## src/rtl/i2c_iw_pkg.sv

```systemverilog
package i2c_iw_pkg;
  typedef enum logic [1:0] {
    PH_IDLE = 2'd0,
    PH_ADDR = 2'd1,
    PH_RX   = 2'd2,
    PH_TX   = 2'd3
  } phase_e;
endpackage

```

## src/rtl/i2c_bus_edge.sv

```systemverilog
module i2c_bus_edge (
  input  logic clk_i,
  input  logic rst_ni,
  input  logic scl_i,
  input  logic sda_i,
  output logic scl_rise_o,
  output logic scl_fall_o,
  output logic start_o,
  output logic stop_o
);
  logic scl_q, sda_q;

  always_ff @(posedge clk_i or negedge rst_ni) begin
    if (!rst_ni) begin
      scl_q <= 1'b1;
      sda_q <= 1'b1;
    end else begin
      scl_q <= scl_i;
      sda_q <= sda_i;
    end
  end

  assign scl_rise_o = ~scl_q & scl_i;
  assign scl_fall_o = scl_q & ~scl_i;
  assign start_o    = scl_q & scl_i & sda_q & ~sda_i;
  assign stop_o     = scl_q & scl_i & ~sda_q & sda_i;
endmodule

```

## src/rtl/i2c_byte_tracker.sv

```systemverilog
module i2c_byte_tracker
  import i2c_iw_pkg::*;
#(
  parameter int unsigned DATA_W   = 8,
  parameter int unsigned ADDR_W   = 7,
  parameter int unsigned EXT_W    = 5,
  parameter logic [EXT_W-1:0] EXT_CODE = 5'b11110,
  parameter int unsigned CNT_W    = $clog2(DATA_W + 2)
) (
  input  logic              clk_i,
  input  logic              rst_ni,
  input  logic              scl_rise_i,
  input  logic              scl_fall_i,
  input  logic              start_i,
  input  logic              stop_i,
  input  logic              master_i,
  input  logic [DATA_W-1:0] shift_data_i,
  input  logic [ADDR_W-1:0] slave_addr_i,
  output logic [CNT_W-1:0]  cnt_o,
  output phase_e            phase_o,
  output logic              match_o,
  output logic              ext_o,
  output logic              ext_now_o,
  output logic              ack_win_o
);
  localparam logic [CNT_W-1:0] AT_DATA = CNT_W'(DATA_W);
  localparam logic [CNT_W-1:0] AT_LAST = CNT_W'(DATA_W + 1);

  logic [CNT_W-1:0] cnt_q;
  phase_e           phase_q, next_data;
  logic             match_q, ext_q, rw_q, ack_win_q;
  logic             match_now;

  assign match_now = ~master_i & (shift_data_i[DATA_W-1:1] == slave_addr_i);
  assign ext_now_o = ~master_i & (shift_data_i[DATA_W-1 -: EXT_W] == EXT_CODE);

  always_comb begin
    if (master_i)               next_data = rw_q ? PH_RX : PH_TX;
    else if (match_q || ext_q)  next_data = rw_q ? PH_TX : PH_RX;
    else                        next_data = PH_IDLE;
  end

  always_ff @(posedge clk_i or negedge rst_ni) begin
    if (!rst_ni) begin
      cnt_q     <= '0;
      phase_q   <= PH_IDLE;
      match_q   <= 1'b0;
      ext_q     <= 1'b0;
      rw_q      <= 1'b0;
      ack_win_q <= 1'b0;
    end else if (start_i) begin
      cnt_q     <= '0;
      phase_q   <= PH_ADDR;
      match_q   <= 1'b0;
      ext_q     <= 1'b0;
      ack_win_q <= 1'b0;
    end else if (stop_i) begin
      cnt_q     <= '0;
      phase_q   <= PH_IDLE;
      match_q   <= 1'b0;
      ext_q     <= 1'b0;
      ack_win_q <= 1'b0;
    end else begin
      if (scl_rise_i) begin
        if (cnt_q == AT_LAST) begin
          cnt_q <= CNT_W'(1);
          if (phase_q == PH_ADDR) phase_q <= next_data;
        end else begin
          cnt_q <= cnt_q + 1'b1;
        end
      end
      if (scl_fall_i) begin
        if (cnt_q == AT_DATA) begin
          ack_win_q <= 1'b1;
          if (phase_q == PH_ADDR) begin
            match_q <= match_now & ~ext_now_o;
            ext_q   <= ext_now_o;
            rw_q    <= shift_data_i[0];
          end
        end else if (cnt_q == AT_LAST) begin
          ack_win_q <= 1'b0;
        end
      end
    end
  end

  assign cnt_o     = cnt_q;
  assign phase_o   = phase_q;
  assign match_o   = match_q;
  assign ext_o     = ext_q;
  assign ack_win_o = ack_win_q;
endmodule

```

## src/rtl/i2c_wait_irq.sv

```systemverilog
module i2c_wait_irq
  import i2c_iw_pkg::*;
#(
  parameter int unsigned DATA_W = 8,
  parameter int unsigned CNT_W  = $clog2(DATA_W + 2)
) (
  input  logic             clk_i,
  input  logic             rst_ni,
  input  logic             scl_fall_i,
  input  logic             stop_i,
  input  logic [CNT_W-1:0] cnt_i,
  input  phase_e           phase_i,
  input  logic             master_i,
  input  logic             match_i,
  input  logic             ext_i,
  input  logic             ext_now_i,
  input  logic             ack_win_i,
  input  logic             wtim_i,
  input  logic             ack_en_i,
  input  logic             rel_i,
  output logic             irq_o,
  output logic             hold_o,
  output logic             ack_o
);
  localparam logic [CNT_W-1:0] AT_DATA = CNT_W'(DATA_W);
  localparam logic [CNT_W-1:0] AT_LAST = CNT_W'(DATA_W + 1);

  logic at8, at9, fire_pt, fire;
  logic irq_q, hold_q, ack_lat_q;

  assign at8 = (cnt_i == AT_DATA);
  assign at9 = (cnt_i == AT_LAST);

  always_comb begin
    unique case (phase_i)
      PH_ADDR:      fire_pt = master_i ? at9
                                       : ((at8 & ext_now_i) | (at9 & match_i));
      PH_RX, PH_TX: fire_pt = wtim_i ? at9 : at8;
      default:      fire_pt = 1'b0;
    endcase
  end

  assign fire = scl_fall_i & fire_pt;

  always_ff @(posedge clk_i or negedge rst_ni) begin
    if (!rst_ni) begin
      irq_q     <= 1'b0;
      hold_q    <= 1'b0;
      ack_lat_q <= 1'b0;
    end else begin
      irq_q <= fire | stop_i;
      if (fire)                hold_q <= 1'b1;
      else if (rel_i || stop_i) hold_q <= 1'b0;
      // ack level is fixed at the 8th edge, re-taken when an early hold is released
      if (scl_fall_i && at8)   ack_lat_q <= ack_en_i;
      else if (hold_q && rel_i) ack_lat_q <= ack_en_i;
    end
  end

  assign irq_o  = irq_q;
  assign hold_o = hold_q;
  assign ack_o  = ack_win_i & ((phase_i == PH_ADDR) ? (~master_i & (match_i | (ext_i & ack_lat_q)))
                                                    : ((phase_i == PH_RX) & ack_lat_q));
endmodule

```

## src/rtl/i2c_irq_wait_ctrl.sv

```systemverilog
module i2c_irq_wait_ctrl
  import i2c_iw_pkg::*;
#(
  parameter int unsigned DATA_W = 8,
  parameter int unsigned ADDR_W = DATA_W - 1,
  parameter int unsigned EXT_W  = 5,
  parameter logic [EXT_W-1:0] EXT_CODE = 5'b11110
) (
  input  logic              clk_i,
  input  logic              rst_ni,
  input  logic              scl_i,
  input  logic              sda_i,
  input  logic              master_i,
  input  logic              wtim_i,
  input  logic              ack_en_i,
  input  logic [DATA_W-1:0] shift_data_i,
  input  logic [ADDR_W-1:0] slave_addr_i,
  input  logic              wait_rel_i,
  input  logic              shift_wr_i,
  input  logic              start_req_i,
  input  logic              stop_req_i,
  output logic              irq_o,
  output logic              scl_hold_o,
  output logic              ack_drive_o
);
  localparam int unsigned CNT_W = $clog2(DATA_W + 2);

  logic             scl_rise, scl_fall, start_det, stop_det;
  logic [CNT_W-1:0] cnt;
  phase_e           phase;
  logic             match_q, ext_q, ext_now, ack_win, rel_any;

  assign rel_any = wait_rel_i | shift_wr_i | start_req_i | stop_req_i;

  i2c_bus_edge u_edge (
    .clk_i     (clk_i),
    .rst_ni    (rst_ni),
    .scl_i     (scl_i),
    .sda_i     (sda_i),
    .scl_rise_o(scl_rise),
    .scl_fall_o(scl_fall),
    .start_o   (start_det),
    .stop_o    (stop_det)
  );

  i2c_byte_tracker #(
    .DATA_W  (DATA_W),
    .ADDR_W  (ADDR_W),
    .EXT_W   (EXT_W),
    .EXT_CODE(EXT_CODE),
    .CNT_W   (CNT_W)
  ) u_track (
    .clk_i       (clk_i),
    .rst_ni      (rst_ni),
    .scl_rise_i  (scl_rise),
    .scl_fall_i  (scl_fall),
    .start_i     (start_det),
    .stop_i      (stop_det),
    .master_i    (master_i),
    .shift_data_i(shift_data_i),
    .slave_addr_i(slave_addr_i),
    .cnt_o       (cnt),
    .phase_o     (phase),
    .match_o     (match_q),
    .ext_o       (ext_q),
    .ext_now_o   (ext_now),
    .ack_win_o   (ack_win)
  );

  i2c_wait_irq #(
    .DATA_W(DATA_W),
    .CNT_W (CNT_W)
  ) u_wait (
    .clk_i     (clk_i),
    .rst_ni    (rst_ni),
    .scl_fall_i(scl_fall),
    .stop_i    (stop_det),
    .cnt_i     (cnt),
    .phase_i   (phase),
    .master_i  (master_i),
    .match_i   (match_q),
    .ext_i     (ext_q),
    .ext_now_i (ext_now),
    .ack_win_i (ack_win),
    .wtim_i    (wtim_i),
    .ack_en_i  (ack_en_i),
    .rel_i     (rel_any),
    .irq_o     (irq_o),
    .hold_o    (scl_hold_o),
    .ack_o     (ack_drive_o)
  );
endmodule

```

## config.mk

```make
export PLATFORM = sky130hd
export DESIGN_NAME = i2c_irq_wait_ctrl
export DESIGN_NICKNAME = d
export VERILOG_FILES = /design/src/rtl/i2c_iw_pkg.sv /design/src/rtl/i2c_bus_edge.sv /design/src/rtl/i2c_byte_tracker.sv /design/src/rtl/i2c_wait_irq.sv /design/src/rtl/i2c_irq_wait_ctrl.sv
export SDC_FILE = /design/constraint.sdc
export NUM_CORES = 1
export LEC_CHECK = 0
export BUFFER_PORTS_ARGS = -buffer_cell sky130_fd_sc_hd__buf_2
export CORE_MARGIN = 2
export CORE_UTILIZATION = 35
export DETAILED_ROUTE_END_ITERATION = 8
export GPL_ROUTABILITY_DRIVEN = 0
export PLACE_DENSITY = 0.69
export SYNTH_ARGS = -nofsm -noshare
export SYNTH_HDL_FRONTEND = slang
export SYNTH_SLANG_ARGS = --single-unit
```

## constraint.sdc

```tcl
create_clock -name clk_i -period 2.65 [get_ports clk_i]
set_input_delay 0.53 -clock clk_i [delete_from_list [all_inputs] [get_ports clk_i]]
set_output_delay 0.53 -clock clk_i [all_outputs]
set_load 0.005 [all_outputs]
```

After elaboration in Yosys (flattened, before gate mapping)
Index checks and enable logic that the tools add are counted.

cells by class
  add/subtract/negate cells = 1
  equality and inequality tests = 7
  multiplexer cells = 36
  bitwise operators = 31
  reductions and logical operators = 17

operators with widths
  cell                                                                    number
  1-bit two-way mux                                                       24
  1-bit AND                                                               17
  4-bit two-way mux                                                       4
  3-bit nonzero test                                                      5
  2-bit two-way mux                                                       7
  4-bit equality test (second input constant)                             2
  1-bit inverter                                                          8
  7-bit equality test                                                     1
  1-bit OR                                                                6
  3-bit AND reduction                                                     2
  5-bit equality test (second input constant)                             1
  5-bit AND reduction                                                     1
  4-bit by 1-bit adder with 4-bit output (second input constant)          1
  2-bit equality test (second input constant)                             2
  2-bit nonzero test                                                      2
  4-bit nonzero test                                                      1
  2-bit by 1-bit equality test with 1-bit output (second input constant)  1
  1-bit logical AND                                                       2
  1-bit logical OR                                                        2
  1-bit case mux with 2 select lines                                      1
  2-bit AND reduction                                                     1
  2-bit OR reduction                                                      1

word-level totals
  flip-flop bits (word level) = 15
  bits of input ports = 26
  logic and storage cells = 103

Logic depth before layout (Yosys ltp)
  depth in word-level cells = 9
  depth in mapped cells = 6
  mapped depth without buffers = 6

Cells and area by module
Synthesis repeated with hierarchy kept, for this count alone.

second synthesis, totals
  cell total of the unflattened synthesis = 100
  area total of the unflattened synthesis = 973.4 µm²

modules (own cells, without submodules)
  module             times used  cells an instance  area an instance (µm²)  seq. area each (µm²)
  i2c_byte_tracker   1           71                 670.6                   250.2
  i2c_wait_irq       1           22                 210.2                   75.1
  i2c_bus_edge       1           6                  85.1                    52.6
  i2c_irq_wait_ctrl  1           1                  7.5                     0.0

Worst setup path before layout
OpenSTA, ideal clock, no wires.

  path kind = input port to flip-flop
  from = input shift_wr_i
  to = register u_wait.ack_lat_q
  setup time = 125 ps
  data arrival time = 1552 ps
  required time = 2525 ps
  path slack = 974 ps
  stages = 3
  buffers on the path = 0
  path through = or4_1 -> a21oi_1 -> mux2_2

on the way
  cells in the longest elaborated chain, start to end = 5

RTL lines
  item                                 RTL line                 source
  start, declared                      i2c_irq_wait_ctrl.sv:19  input logic shift_wr_i,
  1-bit OR (3 in a row)                i2c_irq_wait_ctrl.sv:33  assign rel_any = wait_rel_i | shift_wr_i | start_req_i | stop_req_i;
  1-bit logical AND                    i2c_wait_irq.sv:56       else if (hold_q && rel_i) ack_lat_q <= ack_en_i;
  2-bit nonzero test (no source line)  n/a
  end signal, assigned                 i2c_wait_irq.sv:55       if (scl_fall_i && at8) ack_lat_q <= ack_en_i;
  end signal, assigned                 i2c_wait_irq.sv:56
  end, declared                        i2c_wait_irq.sv:29       logic irq_q, hold_q, ack_lat_q;

No other way between the ends.
A chain may end at the register's enable or synchronous reset.

Final worst setup path
  from = register u_track.phase_q[1] (netlist: u_track.phase_o[1])
  to = output ack_drive_o

on the way
  cells in the longest elaborated chain, start to end = 4

RTL lines
  item                    RTL line                 source
  start, declared         i2c_byte_tracker.sv:30   phase_e phase_q, next_data;
  start signal, assigned  i2c_byte_tracker.sv:67   if (phase_q == PH_ADDR) phase_q <= next_data;
  2-bit equality test     i2c_wait_irq.sv:63       : ((phase_i == PH_RX) & ack_lat_q));
  1-bit AND               i2c_wait_irq.sv:63
  1-bit two-way mux *     i2c_wait_irq.sv:62       assign ack_o = ack_win_i & ((phase_i == PH_ADDR) ? (~master_i & (match_i | (ext_i & ack_lat_q)))
  1-bit AND *             i2c_wait_irq.sv:62
  end, declared           i2c_irq_wait_ctrl.sv:24  output logic ack_drive_o

Mark *: on every way between the ends. The rest lies on a longest branch, timed or not.

==> results.json <==
{
  "synth.distinct_cells": 39,
  "max_freq_mhz": 492,
  "syn-num-nets": 126,
  "cts_setup_buffers": 0,
  "clk_pin_slew_ns": 0.09,
  "clock_path_buffers": 2,
  "critPathCaptureType": "output pin",
  "tightest_slew_ns": 0.397,
  "cts_htree_levels": 1,
  "cts-root-buf": "clkbuf_4",
  "ir_worst_vdd_uv": 282,
  "drt_iter0_markers": 17,
  "viasPerCell": 5.23,
  "path_class": "flip-flop to output pin",
  "power_density_nw_per_um2": 504,
  "synth_commonest_cells": "13 x dfrtp_1, 9 x nand2_1, 9 x nor2_1",
  "io_pins": 29,
  "drive_gt1_frac": 0.320,
  "muxShareOfSynthArea": 0.0351,
  "stdcell_area_sq_um": 1130,
  "yosysWarnings": 0,
  "period_share": 0.767,
  "status": "finished clean",
  "clock_latency_ns": 0.29,
  "final.setup_skew_ns": 0.00254,
  "ys_ff_latch": 15,
  "synth_compound_area_frac": 0.119,
  "ys_seq_area_frac": 0.408,
  "maxCapViolCount": 0,
  "synth_top_family_by_area": "simple AND/OR/NAND/NOR gates",
  "required_ns": 2.12,
  "rrSetupSlack_ns": 0.88,
  "cp_max_fo": 7,
  "hold_violations": 0,
  "power.switching_w": 0.000177,
  "syn2layout_area_growth_pct": 21.6,
  "fillers": 261,
  "synthAdderAreaFrac": 0.0405,
  "avgSynthCellArea_sq_um": 9.55,
  "synthTopCellsByArea": "dfrtp_1 35%, dfstp_2 5.7%, xor2_1 4.7%, ha_1 4.1%, nand2_1 3.6%",
  "synth.cell_area_sq_um": 926,
  "period_minus_slack_ns": 2.03,
  "via_count": 827,
  "dp_hpwl_um": 1660,
  "synth_enable_flop_cells": 0,
  "routed_wl_um": 2060,
  "synth_top_cell_by_area": "dfrtp_1",
  "setup_tns_ns": 0,
  "rows": 18,
  "grt_pass1_wl_um": 3530,
  "final_util": 0.450,
  "dpl_cell_area_sq_um": 1100,
  "finalHoldWorstSlack_ns": 0.134,
  "grtUsageTotal": 0.145,
  "rr_endpoint": "u_track.match_o",
  "cts_tree": "done",
  "antenna_cells": 0,
  "cts_hold_buf": 0,
  "pwr-share-seq": 0.530,
  "synthMostInstantiatedCell": "dfrtp_1",
  "syn_inst": 97,
  "finalSetupViolations": 0,
  "die-area_sq_um": 3070,
  "fp.dieH_um": 55.4,
  "synthXorXnorAreaFrac": 0.0757,
  "p_leak_nw": 0.528,
  "synthFlopType": "dfrtp_1",
  "startpoint_type": "flip-flop",
  "yosys.area_share.simple": 0.297,
  "ctsResizeCount": 0,
  "power_frac_clock": 0.238,
  "yosys.area.top_type_share": 0.351,
  "io_buffers": 28,
  "worst_ep_arrival_time_ns": 1.50,
  "drc": 0,
  "finalNetCount": 158,
  "wire_per_inst_um": 13.1,
  "grt_max_degree": 16,
  "gr-total-overflow": 0,
  "antenna_left": 0,
  "floorplan.initialDensity": 0.370,
  "internal_power_w": 0.000391,
  "switching_share": 0.312,
  "slew_headroom": 0.735,
  "rr_worst_depth": 4,
  "rsz0062_at_grt": "false",
  "grt_pass1_vias": 841,
  "core_area_sq_um": 2500,
  "async_reset_ff_frac": 1.00,
  "die_w_um": 55.4,
  "hp-class": "primary input to asynchronous set/reset pin",
  "numClockSinks": 15,
  "cts_buffers": 3,
  "finalMaxSlewViolations": 0,
  "antenna_found_initial": 0,
  "comb_power_share": 0.232,
  "dr.pass1.iters": 4,
  "r2r_start": "u_edge.scl_q"
}
metal layers:
metal,share of wire,track usage,vias to the layer above
li1,-,-,408
met4,0.018,0.0836,0
met5,0,0,-
met2,0.50,0.247,32
met1,0.43,0.171,380
met3,0.058,0.0258,7
critical path, cell delays in order, from the launching register on:
cell and delay (ns):
dfrtp_1 0.47, nand2b_1 0.20, o32a_1 0.34, nor2_1 0.09, buf_2 0.12
layout make-up:
cell class,instances,area (sq um),share of cell area
inverter,5,18.8,0.0167
timing repair buffer,28,140,0.124
clock buffer,4,26.3,0.0233
sequential,15,378,0.336
tap,30,37.5,0.0333
multi-input combinational,76,526,0.467
state kept, by name, indices dropped and copies added, names as in the netlist:
signal	flops
u_track.match_o	1
u_track.rw_q	1
u_track.cnt_o	4
u_wait.irq_o	1
u_edge.sda_q	1
u_wait.hold_o	1
u_track.ext_o	1
u_track.phase_o	2
u_edge.scl_q	1
u_wait.ack_lat_q	1
u_track.ack_win_o	1
metrics by stage:
step / setup slack (ns) / instances / total power, W
2_1_floorplan: 0.974 / 97 / 0.000386
3_3_place_gp: 0.795 / 154 / 0.000433
3_5_place_dp: 0.712 / 154 / 0.000440
4_1_cts: 0.600 / 158 / 0.000576
5_1_grt: 0.505 / 158 / 0.000605
6_report: 0.616 / 158 / 0.000568
layout by cell type, fill, tap and decap left out, types with 2 or more instances in the layout:
| master | Yosys | layout |
|---|---|---|
| a21oi_1 | 4 | 4 |
| buf_2 | 0 | 28 |
| clkbuf_4 | 0 | 3 |
| dfrtp_1 | 13 | 13 |
| dfstp_2 | 2 | 2 |
| ha_1 | 3 | 3 |
| inv_1 | 5 | 5 |
| mux2_2 | 2 | 2 |
| nand2_1 | 9 | 9 |
| nand2b_1 | 2 | 2 |
| nand3_1 | 6 | 6 |
| nand3b_1 | 3 | 3 |
| nand4_1 | 2 | 2 |
| nand4b_1 | 2 | 2 |
| nor2_1 | 9 | 9 |
| o21ai_0 | 2 | 2 |
| or3_1 | 2 | 2 |
| or4_1 | 2 | 2 |
| xnor2_1 | 3 | 3 |
| xor2_1 | 5 | 5 |
power by group through the flow:
| stage | combinational [W] | clock (W) | sequential, W |
|---|---|---|---|
| after floorplan | 0.0000903 | 0 | 0.000296 |
| after global placement | 0.000129 | 0 | 0.000305 |
| after detailed placement | 0.000135 | 0 | 0.000305 |
| after CTS | 0.000135 | 0.000140 | 0.000301 |
| after global routing | 0.000152 | 0.000146 | 0.000307 |
| final | 0.000132 | 0.000135 | 0.000301 |
worst max-delay path by stage:
| stage | startpoint | end | slack, ns | cells past startpoint |
|---|---|---|---|---|
| 2_1_floorplan | shift_wr_i | u_wait.ack_lat_q | 0.97 | 3 |
| 3_3_place_gp | scl_i | u_track.match_o | 0.80 | 5 |
| 3_5_place_dp | scl_i | u_track.match_o | 0.71 | 5 |
| 4_1_cts | u_track.phase_o[1] | ack_drive_o | 0.60 | 4 |
| 5_1_grt | u_track.phase_o[1] | ack_drive_o | 0.50 | 4 |
| 6_report | u_track.phase_o[1] | ack_drive_o | 0.62 | 4 |
logic make-up (layout without fill, tap and decap cells):
logic type	count (synthesis)	after routing
AOI/OAI and AO/OA	16	16
muxes	3	3
xor gates and xnor gates	8	8
and+or+nand+nor	46	46
adders and majority gates	3	3
buffers and inverters	6	37
DFF	15	15
(Power assumes the default switching activity.)
